## src/rtl/hkey_pkg.sv

```systemverilog
package hkey_pkg;
  parameter int unsigned DataW       = 32;
  parameter int unsigned AddrW       = 7;
  parameter int unsigned NumKeyWords = 32;
  parameter int unsigned KeyIdxW     = $clog2(NumKeyWords);
  parameter int unsigned KeyW        = DataW * NumKeyWords;
  parameter int unsigned CmdW        = 4;
  parameter int unsigned DigW        = 4;
  parameter int unsigned KlenW       = 5;

  parameter logic [AddrW-1:0] ADDR_CFG  = 7'd0;
  parameter logic [AddrW-1:0] ADDR_CMD  = 7'd1;
  parameter logic [AddrW-1:0] ADDR_WIPE = 7'd2;
  parameter logic [AddrW-1:0] KEY_BASE  = 7'd32;

  parameter logic [DigW-1:0]  DIG_NONE = 4'b0001;
  parameter logic [DigW-1:0]  DIG_256  = 4'b0010;
  parameter logic [DigW-1:0]  DIG_384  = 4'b0100;
  parameter logic [DigW-1:0]  DIG_512  = 4'b1000;
  parameter logic [KlenW-1:0] KLEN_256  = 5'b00010;
  parameter logic [KlenW-1:0] KLEN_512  = 5'b01000;
  parameter logic [KlenW-1:0] KLEN_1024 = 5'b10000;

  // Stored configuration word; hmacEn is bit 0.
  typedef struct packed {
    logic [KlenW-1:0] keyLen;
    logic [DigW-1:0]  digest;
    logic             digestSwap;
    logic             endianSwap;
    logic             shaEn;
    logic             hmacEn;
  } cfgReg_t;

  parameter int unsigned CfgW = $bits(cfgReg_t);
  parameter cfgReg_t CFG_RESET = cfgReg_t'(13'h210);

  // Write strobes from control to datapath.
  typedef struct packed {
    logic               cfgWr;
    logic               keyWr;
    logic               wipeWr;
    logic [KeyIdxW-1:0] keyIdx;
  } regStrobe_t;

  function automatic logic [DigW-1:0] normDigest(input logic [DigW-1:0] raw);
    case (raw)
      DIG_256, DIG_384, DIG_512: normDigest = raw;
      default:                   normDigest = DIG_NONE;
    endcase
  endfunction

  function automatic logic [KlenW-1:0] normKeyLen(input logic [KlenW-1:0] raw,
                                                  input logic [DigW-1:0]  dig);
    logic [KlenW-1:0] sel;
    sel = ($countones(raw) == 1) ? raw : KLEN_256;
    if (dig == DIG_256 && sel == KLEN_1024) sel = KLEN_512;
    normKeyLen = sel;
  endfunction
endpackage

```

## src/rtl/hkey_ctrl.sv

```systemverilog
module hkey_ctrl
  import hkey_pkg::*;
(
  input  logic                clk,
  input  logic                rst_n,
  input  logic                busWrEn,
  input  logic [AddrW-1:0]    busAddr,
  input  logic [CmdW-1:0]     cmdBits,
  input  logic                engineIdle,
  output regStrobe_t          strobe,
  output logic [CmdW-1:0]     cmdPulse,
  output logic                keyWrErr
);
  logic keyHit;

  always_comb begin
    keyHit = (busAddr >= KEY_BASE) &&
             ({1'b0, busAddr} < ({1'b0, KEY_BASE} + (AddrW+1)'(NumKeyWords)));
    strobe.cfgWr  = busWrEn && (busAddr == ADDR_CFG) && engineIdle;
    strobe.keyWr  = busWrEn && keyHit && engineIdle;
    strobe.wipeWr = busWrEn && (busAddr == ADDR_WIPE);
    strobe.keyIdx = KeyIdxW'(busAddr - KEY_BASE);
  end

  always_ff @(posedge clk or negedge rst_n) begin
    if (!rst_n) begin
      cmdPulse <= '0;
      keyWrErr <= 1'b0;
    end else begin
      cmdPulse <= (busWrEn && busAddr == ADDR_CMD) ? cmdBits : '0;
      keyWrErr <= busWrEn && keyHit && !engineIdle;
    end
  end
endmodule

```

## src/rtl/hkey_datapath.sv

```systemverilog
module hkey_datapath
  import hkey_pkg::*;
(
  input  logic               clk,
  input  logic               rst_n,
  input  regStrobe_t         strobe,
  input  logic [DataW-1:0]   wrData,
  input  logic [AddrW-1:0]   rdAddr,
  output logic [DataW-1:0]   rdData,
  output logic               hmacEnable,
  output logic               shaEnable,
  output logic               inByteSwap,
  output logic               outByteSwap,
  output logic [DigW-1:0]    digestSel,
  output logic [KlenW-1:0]   keyLenSel,
  output logic [KeyW-1:0]    keyVec
);
  cfgReg_t cfgQ;

  always_ff @(posedge clk or negedge rst_n) begin
    if (!rst_n)            cfgQ <= CFG_RESET;
    else if (strobe.cfgWr) cfgQ <= cfgReg_t'(wrData[CfgW-1:0]);
  end

  for (genvar i = 0; i < NumKeyWords; i++) begin : g_key
    logic [DataW-1:0] keyWord;
    always_ff @(posedge clk or negedge rst_n) begin
      if (!rst_n)
        keyWord <= '0;
      else if (strobe.keyWr && strobe.keyIdx == KeyIdxW'(i))
        keyWord <= wrData;
      else if (strobe.wipeWr)
        keyWord <= keyWord ^ wrData;
    end
    assign keyVec[KeyW-1-DataW*i -: DataW] = keyWord;
  end

  always_comb begin
    hmacEnable  = cfgQ.hmacEn;
    shaEnable   = cfgQ.shaEn;
    inByteSwap  = cfgQ.endianSwap;
    outByteSwap = cfgQ.digestSwap;
    digestSel   = normDigest(cfgQ.digest);
    keyLenSel   = normKeyLen(cfgQ.keyLen, digestSel);
    rdData      = (rdAddr == ADDR_CFG) ? DataW'(cfgQ) : '0;
  end
endmodule

```

## src/rtl/hkey_regbank.sv

```systemverilog
module hkey_regbank
  import hkey_pkg::*;
(
  input  logic                clk,
  input  logic                rst_n,
  input  logic                busWrEn,
  input  logic [AddrW-1:0]    busAddr,
  input  logic [DataW-1:0]    busWrData,
  output logic [DataW-1:0]    busRdData,
  input  logic                engineIdle,
  output logic                hmacEnable,
  output logic                shaEnable,
  output logic                inByteSwap,
  output logic                outByteSwap,
  output logic [DigW-1:0]     digestSel,
  output logic [KlenW-1:0]    keyLenSel,
  output logic [KeyW-1:0]     keyVec,
  output logic                cmdStart,
  output logic                cmdProcess,
  output logic                cmdStop,
  output logic                cmdContinue,
  output logic                keyWrErr
);
  regStrobe_t      strobe;
  logic [CmdW-1:0] cmdPulse;

  hkey_ctrl u_ctrl (
    .clk        (clk),
    .rst_n      (rst_n),
    .busWrEn    (busWrEn),
    .busAddr    (busAddr),
    .cmdBits    (busWrData[CmdW-1:0]),
    .engineIdle (engineIdle),
    .strobe     (strobe),
    .cmdPulse   (cmdPulse),
    .keyWrErr   (keyWrErr)
  );

  hkey_datapath u_dp (
    .clk         (clk),
    .rst_n       (rst_n),
    .strobe      (strobe),
    .wrData      (busWrData),
    .rdAddr      (busAddr),
    .rdData      (busRdData),
    .hmacEnable  (hmacEnable),
    .shaEnable   (shaEnable),
    .inByteSwap  (inByteSwap),
    .outByteSwap (outByteSwap),
    .digestSel   (digestSel),
    .keyLenSel   (keyLenSel),
    .keyVec      (keyVec)
  );

  assign cmdStart    = cmdPulse[0];
  assign cmdProcess  = cmdPulse[1];
  assign cmdStop     = cmdPulse[2];
  assign cmdContinue = cmdPulse[3];
endmodule

```

## config.mk

```make
export PLATFORM = sky130hd
export DESIGN_NAME = hkey_regbank
export DESIGN_NICKNAME = d
export VERILOG_FILES = /design/src/rtl/hkey_pkg.sv /design/src/rtl/hkey_ctrl.sv /design/src/rtl/hkey_datapath.sv /design/src/rtl/hkey_regbank.sv
export SDC_FILE = /design/constraint.sdc
export NUM_CORES = 2
export LEC_CHECK = 0
export ABC_AREA = 0
export BUFFER_PORTS_ARGS = -buffer_cell sky130_fd_sc_hd__buf_2
export CORE_AREA = 3 3 431 433
export CTS_BUF_LIST = sky130_fd_sc_hd__clkbuf_16
export DETAILED_ROUTE_END_ITERATION = 8
export DIE_AREA = 0 0 434 436
export RECOVER_POWER = 50
export SLEW_MARGIN = 15
export SYNTH_ARGS = -nofsm -noshare
export SYNTH_HDL_FRONTEND = slang
export SYNTH_HIERARCHICAL = 1
export SYNTH_SLANG_ARGS = --single-unit
```

## constraint.sdc

```tcl
create_clock -name clk -period 2.3 [get_ports clk]
set_input_delay 0.345 -clock clk [delete_from_list [all_inputs] [get_ports clk]]
set_output_delay 0.345 -clock clk [all_outputs]
set_load 0.01 [all_outputs]
```

---- Word level (Yosys, flattened, before mapping) ----
Cells that the tools add are included.
cells by class
  order comparisons ....................... 2
  eq/ne operators ......................... 39
  add/subtract/negate cells ............... 5
  reductions and logical operators ........ 77
  mux-type cells .......................... 69
  bitwise logic cells ..................... 32
operator list
  kind                                                  count
  2-to-1 mux 32 bit                                     64
  bitwise XOR 32 bit                                    32
  == test 5 bit (second input constant)                 17
  nonzero test 2 bit                                    32
  logical AND 1 bit                                     41
  == test 5 x 4 -> 1 bit (second input constant)        8
  adder 32 x 1 -> 32 bit                                1
  adder 32 bit                                          1
  == test 32 x 2 -> 1 bit (second input constant)       1
  == test 5 x 3 -> 1 bit (second input constant)        4
  2-to-1 mux 13 bit                                     1
  == test 5 x 2 -> 1 bit (second input constant)        2
  2-to-1 mux 5 bit                                      2
  == test 4 x 2 -> 1 bit (second input constant)        2
  2-to-1 mux 4 bit                                      2
  == test 7 x 1 -> 1 bit (second input constant)        1
  == test 7 x 2 -> 1 bit (second input constant)        1
  >= comparator 7 x 6 -> 1 bit (second input constant)  1
  zero test 7 bit                                       1
  less-than comparator 7 bit (second input constant)    1
  == test 5 x 1 -> 1 bit (second input constant)        1
  zero test 5 bit                                       1
  subtractor 5 x 1 -> 5 bit (second input constant)     1
  adder 1 x 1 -> 2 bit                                  2
  other kinds (4)                                       4
storage, ports and cells
  input bits .............................. 43
  register bits ........................... 1042

---- Logic depth before layout (Yosys ltp) ----
  depth after elaboration ................. 8
  gate-level depth with buffers ........... 10

---- Cells and area by module ----
Netlist, hierarchy kept.
modules (own cells, without submodules)
  module         cells each  times used  area an instance (um^2)
  hkey_datapath  5873        1           49027.0
  hkey_ctrl      28          1           299.0

---- Least setup slack after synthesis ----
No wires, ideal clock.
  path kind ............................... register to output
  start point ............................. register u_dp/cfgQ[9] (netlist name)
  end point ............................... output port keyLenSel[3]
  buffers on the path ..................... 0
  required time ........................... 1.955 ns
  arrival time ............................ 2.343 ns
  stages on the path, launching flop included .. 8
  slack ................................... -0.388 ns
  cell sequence ........................... dfstp_2 -> inv_1 -> fa_1 -> fa_1 -> inv_1 -> ha_1 -> nor3_1 -> a21boi_0
between the ends
  longest elaborated chain between the ends .. 8
RTL lines
  element                                       RTL line             text
  start: declaration                            hkey_datapath.sv:18  cfgReg_t cfgQ;
  start signal: assignment                      hkey_datapath.sv:22  else if (strobe.cfgWr) cfgQ <= cfgReg_t'(wrData[CfgW-1:0]);
  adder 1 x 1 -> 2 bit (implied by the code)    hkey_pkg.sv:55       sel = ($countones(raw) == 1) ? raw : KLEN_256;
  adder 32 bit (implied by the code)            hkey_pkg.sv:55
  adder 32 x 1 -> 32 bit (implied by the code)  hkey_pkg.sv:55
  == test 32 x 2 -> 1 bit                       hkey_pkg.sv:55
  2-to-1 mux 5 bit (*)                          hkey_pkg.sv:55
  == test 5 bit                                 hkey_pkg.sv:56       if (dig == DIG_256 && sel == KLEN_1024) sel = KLEN_512;
  logical AND 1 bit                             hkey_pkg.sv:56
  2-to-1 mux 5 bit (*)                          hkey_pkg.sv:56
  end: declaration                              hkey_regbank.sv:16   output logic [KlenW-1:0] keyLenSel,
Mark *: on every way between the ends. The rest lies on a longest branch, timed or not.

---- Final worst setup path ----
Ends and elaborated chain as after synthesis.

==> metrics.txt <==
Post-synth EDFFs 0; synthesized area 0.0493 sq mm; leakage power 0.0273 uW; Die Width 434 microns; syn_area_per_cell 8.36 sq um; FF+latch count, synth 1042; GR Layer Usage met1 0.309; antenna violations before repair 30; Slew Limit Headroom -0.340; H-tree depth 3; Max Slew Vio Count 43; prevailing post-synth register cell dfrtp_1; Initial DRC Count 5944; DR DRC count 0; Worst EP arrival 3.16 ns; Clock Pin Slew Worst Setup and Hold Paths 0.06 ns; Initial Util 0.270; status finished with violations; Via density 5.43; Hold Crit Start busWrData[0]; post-DR wirelength/cell 27.1 microns; Hold WC Path Type input pin to flip-flop; sequential fraction of the synthesis area 0.529; Peak Freq 286 MHz; post-route ant nets 0; CP startpoint u_dp/cfgQ[9]; Critical Path Start Type flip-flop; final worst-path cycle share 1.52; failing checks capacitance limit, slew limit, setup timing; Nets 6917; Tmin final 3.50 ns; Reg2Reg Launch Point u_dp/cfgQ[9]; CTS Buf Count 119; M3 GR Usage 0.0544; I/O Pins 1117; TritonCTS Sinks 1042; GP Congestion 0.870; final global-route overflow total 0; Max Cap Viol 1; Final Worst Setup Slack -1.20 ns; Final Hold Slack 0.0769 ns; CORE AREA 0.182 sq mm; first-pass GRT wire length 343 mm; clk_skew 0 ns; TritonRoute pass-1 iters 8; row cnt 157; global routing usage on met2 0.398; Setup CP Type flip-flop to output port; final number of setup-violating endpoints 414; Power Dens Cells 629 mW/mm^2; required time worst endpoint 1.96 ns; largest fanout on the critical path 4; VDD IR max 658 uV; clock buffer depth 3; synth unique cells 53; die area 0.189 sq mm; R2R Setup Slk 1.08 ns; vias in the first global route 46200; placed inst area 0.0591 sq mm; total chip power 39500 uW; Least-Margin Pin Slew 2.01 ns; cell area after layout 0.0628 sq mm; area grow syn2layout 27.3%; Final Hold Fails 0; Clk Tree Root Cell clkbuf_16; WL final 254 mm; Buffers on Ports 1097; pre-CTS setup slack -0.452 ns; All-Layer GR Usage 0.252; layout cells sized above 1 0.173; post-detail-place hpwl 170 mm; Worst setup EP type output port; largest net degree at the start of global routing 116; CTS tree done; Vert. Die Dim 436 microns; Skew-Pair Late Insertion Delay 0.77 ns; synth warn 6; Synth async-reset ratio 1.00; total placed cells including tap cells 9089; fin cells 9357; RSZ-0062 raised after global routing true; GR peak layer met2; Synth Instances 5901; via count 50800
-- path summary, 6_finish.rpt --
check,cells past startpoint,endpoint
hold reg to reg,1,u_dp/outByteSwap
max in group asynchronous,4,u_dp/g_key[21].keyWord[24]
min in group asynchronous,2,u_dp/g_key[22].keyWord[6]
setup / recovery,9,keyLenSel[3]
setup reg to reg,5,u_dp/cfgQ[9]
hold / removal,4,u_ctrl/cmdPulse[0]
-- registers in the layout, summed over array words and instances, names as in the netlist --
name                flops
u_ctrl/keyWrErr         1
u_dp/hmacEnable         1
u_dp/g_key.keyWord   1024
u_ctrl/cmdPulse         4
u_dp/outByteSwap        1
u_dp/cfgQ               9
u_dp/shaEnable          1
u_dp/inByteSwap         1
-- kinds of logic (layout without fill, tap and decap cells) --
kind of cell	after synthesis	in the layout	share of synthesized area
xor+xnor	1	1	0.000178
simple gates	1205	1205	0.105
compound gates	3023	3023	0.308
buf+inv	618	1657	0.0556
flops	1042	1042	0.529
mux	8	8	0.00183
fa+ha+maj	3	3	0.00107
other cells	1	33	0.0000760
-- area by class of cell --
class,instances,area (sq um)
Antenna cell,14,35.0
Clock buffer,121,3030
Clock inverter,87,539
Fill cell,18900,120000
Inverter,13,48.8
Multi-Input combinational cell,4259,20700
Sequential cell,1042,26100
Tap cell,2385,2980
Timing Repair Buffer,1436,9360
-- layout by cell type (no fill, tap or decap), drive strengths merged, types with 15 or more instances in the layout --
master,n
clkbuf,669
inv,48
clkinv,48
and2,48
conb,19
dfrtp,1040
dlygate4sd3,15
a21oi,2019
nand3,34
nand2,1001
and3,30
buf,872
o21ai,999
nor2,32
nor3,35
-- stage by stage --
step | util | setup TNS [ns]
floorplan | - | -0.376
global placement | 0.324 | -183.03
detailed placement | 0.324 | -221.07
CTS | 0.345 | -6.18
global route | 0.344 | -78.24
finish | 0.344 | -53.50
-- Yosys cell counts (5+ instances only) --
cell,number,area (sq um)
and3_1,18,113
nand2_1,969,3640
and2_1,47,294
buf_6,5,56.3
nor3_2,18,180
nand3_1,34,170
a21oi_1,2007,10000
nor2_1,31,116
mux2_2,8,90.1
buf_2,205,1030
buf_4,29,218
inv_1,13,48.8
nor3_1,17,85.1
and3_2,12,90.1
o21ai_0,999,5000
nand2_2,32,200
clkbuf_1,297,1110
buf_1,66,248
dfrtp_1,1040,26000
a21oi_2,11,96.3
-- critical path, stage by stage (launching register included) --
cell	delay, ns
dfstp_2	0.55
inv_2	0.05
fa_1	0.47
fa_2	0.37
inv_2	0.09
ha_4	0.20
nor3_4	0.24
buf_6	0.14
a21boi_2	0.14
buf_2	0.13
-- layer usage --
metal  vias up  wire length (microns)
met5         -                      0
li1      22500                      -
met1     24700                  93500
met3       659                  25400
met2      2908                 116000
met4         0                  18500
-- where the power goes --
group / total, uW / internal, uW / switching, uW
registers: 18700 / 18500 / 173
clock network: 18000 / 9870 / 8140
logic: 2780 / 781 / 2000
total: 39500 / 29200 / 10300
-- what timing repair did --
item	CTS	global route
setup endpoints to repair	6	247
hold buffers	16	0
pin swaps	5	10
setup buffers	1	17
cloned	0	14
gates resized for setup	5	46
hold endpoints to repair	248	0
No activity file was read; power rests on OpenSTA's default activity.
